<file path="src/rtl/uhp_pkg.sv">
package uhp_pkg;
    localparam int CHAR_W = 8;

    localparam int ST_RXC = 7;
    localparam int ST_TXC = 6;
    localparam int ST_DRE = 5;
    localparam int ST_FE  = 4;
    localparam int ST_DOR = 3;
    localparam int ST_PE  = 2;
    localparam int ST_DBL = 1;
    localparam int ST_MPM = 0;

    typedef struct packed {
        logic [CHAR_W-1:0] data;
        logic              fe;
        logic              pe;
        logic              dor;
    } rx_entry_t;

    // Keep only the low 5..8 bits selected by the size code.
    function automatic logic [CHAR_W-1:0] char_mask(input logic [1:0] sz);
        return {CHAR_W{1'b1}} >> (2'd3 - sz);
    endfunction
endpackage

</file>
<file path="src/rtl/uhp_tx_hold.sv">
module uhp_tx_hold
    import uhp_pkg::*;
(
    input  logic              clk,
    input  logic              rst_n,
    input  logic              wr_req,
    input  logic [CHAR_W-1:0] wdata,
    input  logic [1:0]        char_size,
    input  logic              tx_en,
    input  logic              shift_empty,
    output logic              load,
    output logic [CHAR_W-1:0] load_data,
    output logic              hold_empty
);
    typedef struct packed {
        logic              full;
        logic [CHAR_W-1:0] data;
    } hold_t;

    hold_t hold_d, hold_q;

    always_comb begin
        hold_d = hold_q;
        load   = hold_q.full & tx_en & shift_empty;
        if (load) begin
            hold_d.full = 1'b0;
        end else if (wr_req && !hold_q.full) begin
            hold_d.full = 1'b1;
            hold_d.data = wdata & char_mask(char_size);
        end
    end

    always_ff @(posedge clk or negedge rst_n) begin
        if (!rst_n) hold_q <= '0;
        else        hold_q <= hold_d;
    end

    assign load_data  = hold_q.data;
    assign hold_empty = ~hold_q.full;

    // an accepted write leaves the register occupied
    a_r1_write_fills: assert property (@(posedge clk) disable iff (!rst_n)
        (wr_req && hold_empty) |=> !hold_empty);
    // a hand-off frees the register
    a_r1_load_frees: assert property (@(posedge clk) disable iff (!rst_n)
        load |=> hold_empty);
    // a write onto a full register keeps the held character
    a_r2_full_write_dropped: assert property (@(posedge clk) disable iff (!rst_n)
        (wr_req && !hold_empty) |=> $stable(load_data));
    // bits above the chosen width are zero after a write
    a_r3_upper_zero: assert property (@(posedge clk) disable iff (!rst_n)
        (wr_req && hold_empty) |=> ((load_data & ~char_mask($past(char_size))) == '0));
endmodule

</file>
<file path="src/rtl/uhp_rx_fifo.sv">
module uhp_rx_fifo
    import uhp_pkg::*;
#(
    parameter int DEPTH = 2
) (
    input  logic              clk,
    input  logic              rst_n,
    input  logic              enable,
    input  logic              push,
    input  logic [CHAR_W-1:0] push_data,
    input  logic              push_fe,
    input  logic              push_pe,
    input  logic [1:0]        char_size,
    input  logic              pop,
    output rx_entry_t         head,
    output logic              not_empty
);
    localparam int PTR_W = (DEPTH > 1) ? $clog2(DEPTH) : 1;
    localparam int CNT_W = $clog2(DEPTH + 1);

    typedef struct packed {
        rx_entry_t [DEPTH-1:0] mem;
        logic [PTR_W-1:0]      rd_ptr;
        logic [PTR_W-1:0]      wr_ptr;
        logic [CNT_W-1:0]      count;
    } fifo_t;

    fifo_t f_d, f_q;
    logic  do_pop, do_push, overrun;

    always_comb begin
        f_d     = f_q;
        do_pop  = 1'b0;
        do_push = 1'b0;
        overrun = 1'b0;
        if (!enable) begin
            f_d.rd_ptr = '0;
            f_d.wr_ptr = '0;
            f_d.count  = '0;
        end else begin
            do_pop  = pop && (f_q.count != '0);
            do_push = push && ((f_q.count != CNT_W'(DEPTH)) || do_pop);
            overrun = push && (f_q.count == CNT_W'(DEPTH)) && !do_pop;
            if (do_pop) begin
                f_d.rd_ptr = f_q.rd_ptr + PTR_W'(1);
            end
            if (do_push) begin
                f_d.mem[f_q.wr_ptr] = '{data: push_data & char_mask(char_size),
                                        fe: push_fe, pe: push_pe, dor: 1'b0};
                f_d.wr_ptr = f_q.wr_ptr + PTR_W'(1);
            end
            if (overrun) begin
                f_d.mem[f_q.wr_ptr - PTR_W'(1)].dor = 1'b1;
            end
            f_d.count = f_q.count + CNT_W'(do_push) - CNT_W'(do_pop);
        end
    end

    always_ff @(posedge clk or negedge rst_n) begin
        if (!rst_n) f_q <= '0;
        else        f_q <= f_d;
    end

    assign not_empty = (f_q.count != '0);
    assign head      = not_empty ? f_q.mem[f_q.rd_ptr] : '0;

    // a disabled receiver leaves the queue empty
    a_r7_flush: assert property (@(posedge clk) disable iff (!rst_n)
        !enable |=> !not_empty);
    // the occupancy never exceeds the depth
    a_r4_bounded: assert property (@(posedge clk) disable iff (!rst_n)
        f_q.count <= CNT_W'(DEPTH));
    // a pop alone lowers the occupancy by one
    a_r4_pop_dec: assert property (@(posedge clk) disable iff (!rst_n)
        (enable && pop && not_empty && !push) |=> (f_q.count == $past(f_q.count) - CNT_W'(1)));
    // a dropped arrival marks the newest stored entry and keeps the queue full
    a_r8_overrun_mark: assert property (@(posedge clk) disable iff (!rst_n)
        (enable && push && !pop && f_q.count == CNT_W'(DEPTH))
        |=> (f_q.count == CNT_W'(DEPTH)) && f_q.mem[f_q.wr_ptr - PTR_W'(1)].dor);
endmodule

</file>
<file path="src/rtl/uhp_status.sv">
module uhp_status
    import uhp_pkg::*;
(
    input  logic              clk,
    input  logic              rst_n,
    input  logic              stat_wr,
    input  logic [CHAR_W-1:0] wdata,
    input  logic              frame_done,
    input  logic              hold_empty,
    input  logic              txc_ack,
    output logic              txc,
    output logic              dbl,
    output logic              mpm
);
    typedef struct packed {
        logic txc;
        logic dbl;
        logic mpm;
    } stat_t;

    stat_t s_d, s_q;
    logic  unused_wbits;

    assign unused_wbits = ^{wdata[7], wdata[5:2]};

    always_comb begin
        s_d = s_q;
        if (frame_done && hold_empty) begin
            s_d.txc = 1'b1;
        end else if (txc_ack || (stat_wr && wdata[ST_TXC])) begin
            s_d.txc = 1'b0;
        end
        if (stat_wr) begin
            s_d.dbl = wdata[ST_DBL];
            s_d.mpm = wdata[ST_MPM];
        end
    end

    always_ff @(posedge clk or negedge rst_n) begin
        if (!rst_n) s_q <= '0;
        else        s_q <= s_d;
    end

    assign txc = s_q.txc;
    assign dbl = s_q.dbl;
    assign mpm = s_q.mpm;

    // end of frame with nothing waiting raises transmit-done
    a_r10_txc_set: assert property (@(posedge clk) disable iff (!rst_n)
        (frame_done && hold_empty) |=> txc);
    // acknowledge or write-one clears when no set competes
    a_r10_txc_clear: assert property (@(posedge clk) disable iff (!rst_n)
        (!(frame_done && hold_empty) && (txc_ack || (stat_wr && wdata[ST_TXC]))) |=> !txc);
    // no rise without a completed frame
    a_r10_txc_cause: assert property (@(posedge clk) disable iff (!rst_n)
        $rose(txc) |-> $past(frame_done && hold_empty));
    // mode bits hold between status writes
    a_r11_mode_hold: assert property (@(posedge clk) disable iff (!rst_n)
        !stat_wr |=> ($stable(dbl) && $stable(mpm)));
endmodule

</file>
<file path="src/rtl/uart_host_port.sv">
module uart_host_port
    import uhp_pkg::*;
#(
    parameter int RX_DEPTH = 2
) (
    input  logic              clk,
    input  logic              rst_n,
    input  logic              bus_sel,
    input  logic              bus_wr,
    input  logic              bus_rd,
    input  logic [CHAR_W-1:0] bus_wdata,
    output logic [CHAR_W-1:0] bus_rdata,
    input  logic [1:0]        char_size,
    input  logic              tx_en,
    input  logic              rx_en,
    input  logic              tx_shift_empty,
    output logic              tx_load,
    output logic [CHAR_W-1:0] tx_byte,
    input  logic              tx_frame_done,
    input  logic              rx_valid,
    input  logic [CHAR_W-1:0] rx_byte,
    input  logic              rx_frame_err,
    input  logic              rx_parity_err,
    input  logic              ie_rxc,
    input  logic              ie_txc,
    input  logic              ie_dre,
    input  logic              txc_ack,
    output logic              dbl_speed,
    output logic              mp_mode,
    output logic              irq_rxc,
    output logic              irq_txc,
    output logic              irq_dre
);
    logic              data_wr, data_rd, stat_wr;
    logic              hold_empty, rx_ready, txc;
    rx_entry_t         rx_head;
    logic [CHAR_W-1:0] status;

    assign data_wr = bus_wr & ~bus_sel;
    assign data_rd = bus_rd & ~bus_sel;
    assign stat_wr = bus_wr &  bus_sel;

    uhp_tx_hold u_tx (
        .clk        (clk),
        .rst_n      (rst_n),
        .wr_req     (data_wr),
        .wdata      (bus_wdata),
        .char_size  (char_size),
        .tx_en      (tx_en),
        .shift_empty(tx_shift_empty),
        .load       (tx_load),
        .load_data  (tx_byte),
        .hold_empty (hold_empty)
    );

    uhp_rx_fifo #(.DEPTH(RX_DEPTH)) u_rx (
        .clk       (clk),
        .rst_n     (rst_n),
        .enable    (rx_en),
        .push      (rx_valid),
        .push_data (rx_byte),
        .push_fe   (rx_frame_err),
        .push_pe   (rx_parity_err),
        .char_size (char_size),
        .pop       (data_rd),
        .head      (rx_head),
        .not_empty (rx_ready)
    );

    uhp_status u_st (
        .clk       (clk),
        .rst_n     (rst_n),
        .stat_wr   (stat_wr),
        .wdata     (bus_wdata),
        .frame_done(tx_frame_done),
        .hold_empty(hold_empty),
        .txc_ack   (txc_ack),
        .txc       (txc),
        .dbl       (dbl_speed),
        .mpm       (mp_mode)
    );

    always_comb begin
        status         = '0;
        status[ST_RXC] = rx_ready;
        status[ST_TXC] = txc;
        status[ST_DRE] = hold_empty;
        status[ST_FE]  = rx_head.fe;
        status[ST_DOR] = rx_head.dor;
        status[ST_PE]  = rx_head.pe;
        status[ST_DBL] = dbl_speed;
        status[ST_MPM] = mp_mode;
    end

    assign bus_rdata = bus_sel ? status : rx_head.data;

    assign irq_rxc = rx_ready   & ie_rxc;
    assign irq_txc = txc        & ie_txc;
    assign irq_dre = hold_empty & ie_dre;

    // an accepted arrival makes receive-ready visible
    a_r6_arrival_ready: assert property (@(posedge clk) disable iff (!rst_n)
        (rx_en && rx_valid) |=> rx_ready);
    // error bits read zero with an empty queue
    a_r9_empty_no_err: assert property (@(posedge clk) disable iff (!rst_n)
        !rx_ready |-> (status[ST_FE:ST_PE] == 3'b000));
    // a hand-off and an accepted write never coincide
    a_r1_exclusive: assert property (@(posedge clk) disable iff (!rst_n)
        !(tx_load && hold_empty));
endmodule

</file>
<file path="config.mk">
export PLATFORM = sky130hd
export DESIGN_NAME = uart_host_port
export DESIGN_NICKNAME = d
export VERILOG_FILES = /design/src/rtl/uhp_pkg.sv /design/src/rtl/uhp_tx_hold.sv /design/src/rtl/uhp_rx_fifo.sv /design/src/rtl/uhp_status.sv /design/src/rtl/uart_host_port.sv
export SDC_FILE = /design/constraint.sdc
export NUM_CORES = 1
export LEC_CHECK = 0
export CAP_MARGIN = 15
export CORE_MARGIN = 1
export CORE_UTILIZATION = 51
export DETAILED_ROUTE_END_ITERATION = 10
export PLACE_DENSITY_LB_ADDON = 0.12
export SLEW_MARGIN = 30
export SYNTH_ARGS = -nofsm -noshare
export SYNTH_HDL_FRONTEND = slang
export SYNTH_SLANG_ARGS = --single-unit
</file>
<file path="constraint.sdc">
create_clock -name clk -period 2.88 [get_ports clk]
set_input_delay 0.288 -clock clk [delete_from_list [all_inputs] [get_ports clk]]
set_output_delay 0.288 -clock clk [all_outputs]
set_load 0.01 [all_outputs]
</file>
==> results of run 1 <==
## cells by family (layout without fill, tap and decap cells)
logic type      after synthesis  in the layout
compound gates               21             21
xor+xnor                      2              2
fa+ha+maj                     2              2
buf+inv                      20             72
flops                        38             38
mux                          30             30
simple gates                 54             54
## per-stage QoR
step	cells	setup WS, ns
after floorplan	167	1.24
after global placement	258	0.501
after detailed placement	258	0.384
after CTS	266	0.360
after global routing	267	0.169
final	267	0.336
## cell type report
cell class / count / area [um^2] / share of cell area
multi-input combinational: 109 / 860 / 0.335
timing repair buffer: 57 / 578 / 0.225
clock inverter: 1 / 5.00 / 0.00195
clock buffer: 7 / 86.3 / 0.0336
inverter: 7 / 26.3 / 0.0102
sequential: 38 / 951 / 0.371
tap: 48 / 60.1 / 0.0234
## power by group through the flow
stage	Combinational (uW)	Clock [uW]	Sequential, uW
final	721	374	846
after global routing	788	408	872
after CTS	728	385	847
after detailed placement	724	0	854
after global placement	699	0	843
after floorplan	482	0	806
## final timing paths
path                                                    start                            end  slack (ns)  cells after the start
worst min-delay path            u_tx.load_data[6]$_DFFE_PN0P_  u_tx.load_data[6]$_DFFE_PN0P_        0.48                      2
worst max-delay path                                  bus_sel                   bus_rdata[6]        0.34                      5
min in group asynchronous                               rst_n        u_rx.f_q[4]$_DFFE_PN0P_        0.50                      2
max in group asynchronous                               rst_n  u_tx.load_data[0]$_DFFE_PN0P_        2.04                      2
worst max register to register          u_rx.f_q[0]$_DFF_PN0_          u_rx.f_q[1]$_DFF_PN0_        1.03                      7
worst min register to register  u_tx.load_data[6]$_DFFE_PN0P_  u_tx.load_data[6]$_DFFE_PN0P_        0.48                      2
## routing by layer
metal,global-route usage,wire [um]
met1,0.287,1810
met2,0.348,1930
met3,0.0471,168
met4,0.111,76
met5,0,0
## timing repair
action / in CTS / in global routing
gates resized for setup: 0 / 0
hold endpoints to repair: 0 / 2
buffers inserted: 0 / 0
hold buffers: 0 / 1
## placed cells by master, fill, tap and decap left out, drive strengths merged, types with 3 or more instances in the layout
| cell | n |
|---|---|
| and2 | 4 |
| clkbuf | 7 |
| clkdlybuf4s50 | 54 |
| dfrtp | 38 |
| inv | 7 |
| mux2 | 20 |
| mux2i | 7 |
| mux4 | 3 |
| nand2 | 29 |
| nand3 | 6 |
| nor2b | 6 |
| o21ai | 12 |
## critical path, delay by kind of cell
family	cells	cell delay, ns
buffers and inverters	3	1.46
AOI/OAI and AO/OA	2	0.50
==> flow_metrics.env, run 1 <==
export IMPL_die_height_um=63.6
export IMPL_synth_fa_ha_area_frac=0.0129
export IMPL_intPower_uw=1350
export IMPL_start_util=0.528
export IMPL_power_leakage_uw=0.00110
export IMPL_peakVddDrop_mv=0.399
export IMPL_outcome="completed"
export IMPL_hold_path_class="reg2reg"
export IMPL_synth_top_cells_by_count="dfrtp_1, nand2_1, o21ai_0"
export IMPL_fp_row_count=22
export IMPL_root_buffer="clkbuf_8"
export IMPL_drt_drc_violations_left=0
export IMPL_grt_pass1_vias=1466
export IMPL_vias=1393
export IMPL_worst_ep_required_time_ns=2.59
export IMPL_die_area_um2=4040
export IMPL_antenna_cells=0
export IMPL_core_um2=3660
export IMPL_whs_ns=0.477
export IMPL_dp_hpwl_um=2930
export IMPL_wl_um=3980
export IMPL_htreeDepth=2
export IMPL_grt_ovfl_total=0
export IMPL_post_synth_top_area_cell="dfrtp_1"
export IMPL_syn_cell_area_um2=1930
export IMPL_synth_top_area_frac=0.492
export IMPL_setup_tns_ns=0
export IMPL_port_buffers=55
export IMPL_place_gp_congestion=0.788
export IMPL_relSlewSlack=0.549
export IMPL_design_area_um2=2570
export IMPL_synth_top_family_by_area="multiplexers"
export IMPL_yosysUniqueCellTypes=34
export IMPL_synth_compound_area_frac=0.0757
export IMPL_clock_sinks=38
export IMPL_power_uw=1940
export IMPL_place_area_um2=2460
export IMPL_drt_iter0_drc=72
export IMPL_cts_made_buffers=5
export IMPL_power_density_nw_per_um2=756
export IMPL_clock_latency_ns=0.29
export IMPL_post_route_util=0.701
export IMPL_sequentialPowerShare=0.436
export IMPL_grt_max_degree=39
export IMPL_ctsLongestPathBuffers=2
export IMPL_antenna_found_initial=0
export IMPL_crit_fanout=12
export IMPL_yosysWarningCount=0
export IMPL_syn_nets=203
export IMPL_drtAntennaViolNets=0
export IMPL_drv_cap=0
export IMPL_cpMaxStageDelayCell="clkdlybuf4s50_1"
export IMPL_area_delta_synth_final_pct=32.7
export IMPL_ys_top_cells_by_area="dfrtp_1, mux2_2, mux2_4"
export IMPL_ys_seq_area_frac=0.492
export IMPL_worst_setup_path_start_kind="input port"
export IMPL_post_drt_wl_per_cell_um=14.9
export IMPL_setup_violations=0
export IMPL_cts_tree="built"
export IMPL_layout_drive_gt1_share=0.169
export IMPL_layout_nets=254
export IMPL_ys_async_sr_fraction=1.00
export IMPL_finalHoldViolations=0
export IMPL_min_period_over_period=0.883
export IMPL_worstMarginPinSlew_ns=0.675
export IMPL_postSynthAreaPerCell_um2=11.6
export IMPL_crit_type="in2out"
export IMPL_pwr_share_comb=0.371
export IMPL_syn_inst=167
export IMPL_period_minus_slack_ns=2.54
export IMPL_firstDrtPassIters=4
export IMPL_maxSlewViolCount=0
export IMPL_worstPathArrival_ns=2.26
export IMPL_synth_edff_count=0
export IMPL_vias_per_cell=5.22
export IMPL_synth_area_mux_share=0.203
export IMPL_rsz0062_at_grt="no"
export IMPL_clk_pin_slew_worst_paths_ns=0.08
export IMPL_fin_worst_skew_ns=0.00787
export IMPL_clkPwrFrac=0.193
export IMPL_path_cells="clkdlybuf4s50_1 > inv_1 > o21ai_0 > o21ai_0 > clkdlybuf4s50_1"
export IMPL_max_freq_mhz=393
export IMPL_p_switching_uw=594
export IMPL_die_x_um=63.6
export IMPL_synthXorXnorAreaFrac=0.00906
export IMPL_ys_flop_type="dfrtp_1"
export IMPL_swShare=0.306
export IMPL_cp_slowest_stage_delay_ns=0.67
export IMPL_grt_pass1_wl_um=6800
export IMPL_end_kind="output pin"
export IMPL_fillers=296
export IMPL_synth_seq_cells=38
export IMPL_synth_most_common_cell="dfrtp_1"
export IMPL_io_pins=56
export IMPL_synthSimpleGateAreaFrac=0.144
export IMPL_grt_usage=0.221
(Power assumes the default switching activity.)
==> run 2: changes to the inputs <==
Settings changed: GPL_ROUTABILITY_DRIVEN from default to 1.
==> results of run 2 <==
No change in the layout: final DEF, timing and power equal those of run 1.
==> run 3: changes to the inputs <==
Settings changed: HOLD_SLACK_MARGIN from default to 0.08.
==> results of run 3 <==
No change in the layout: final DEF, timing and power equal those of run 1.
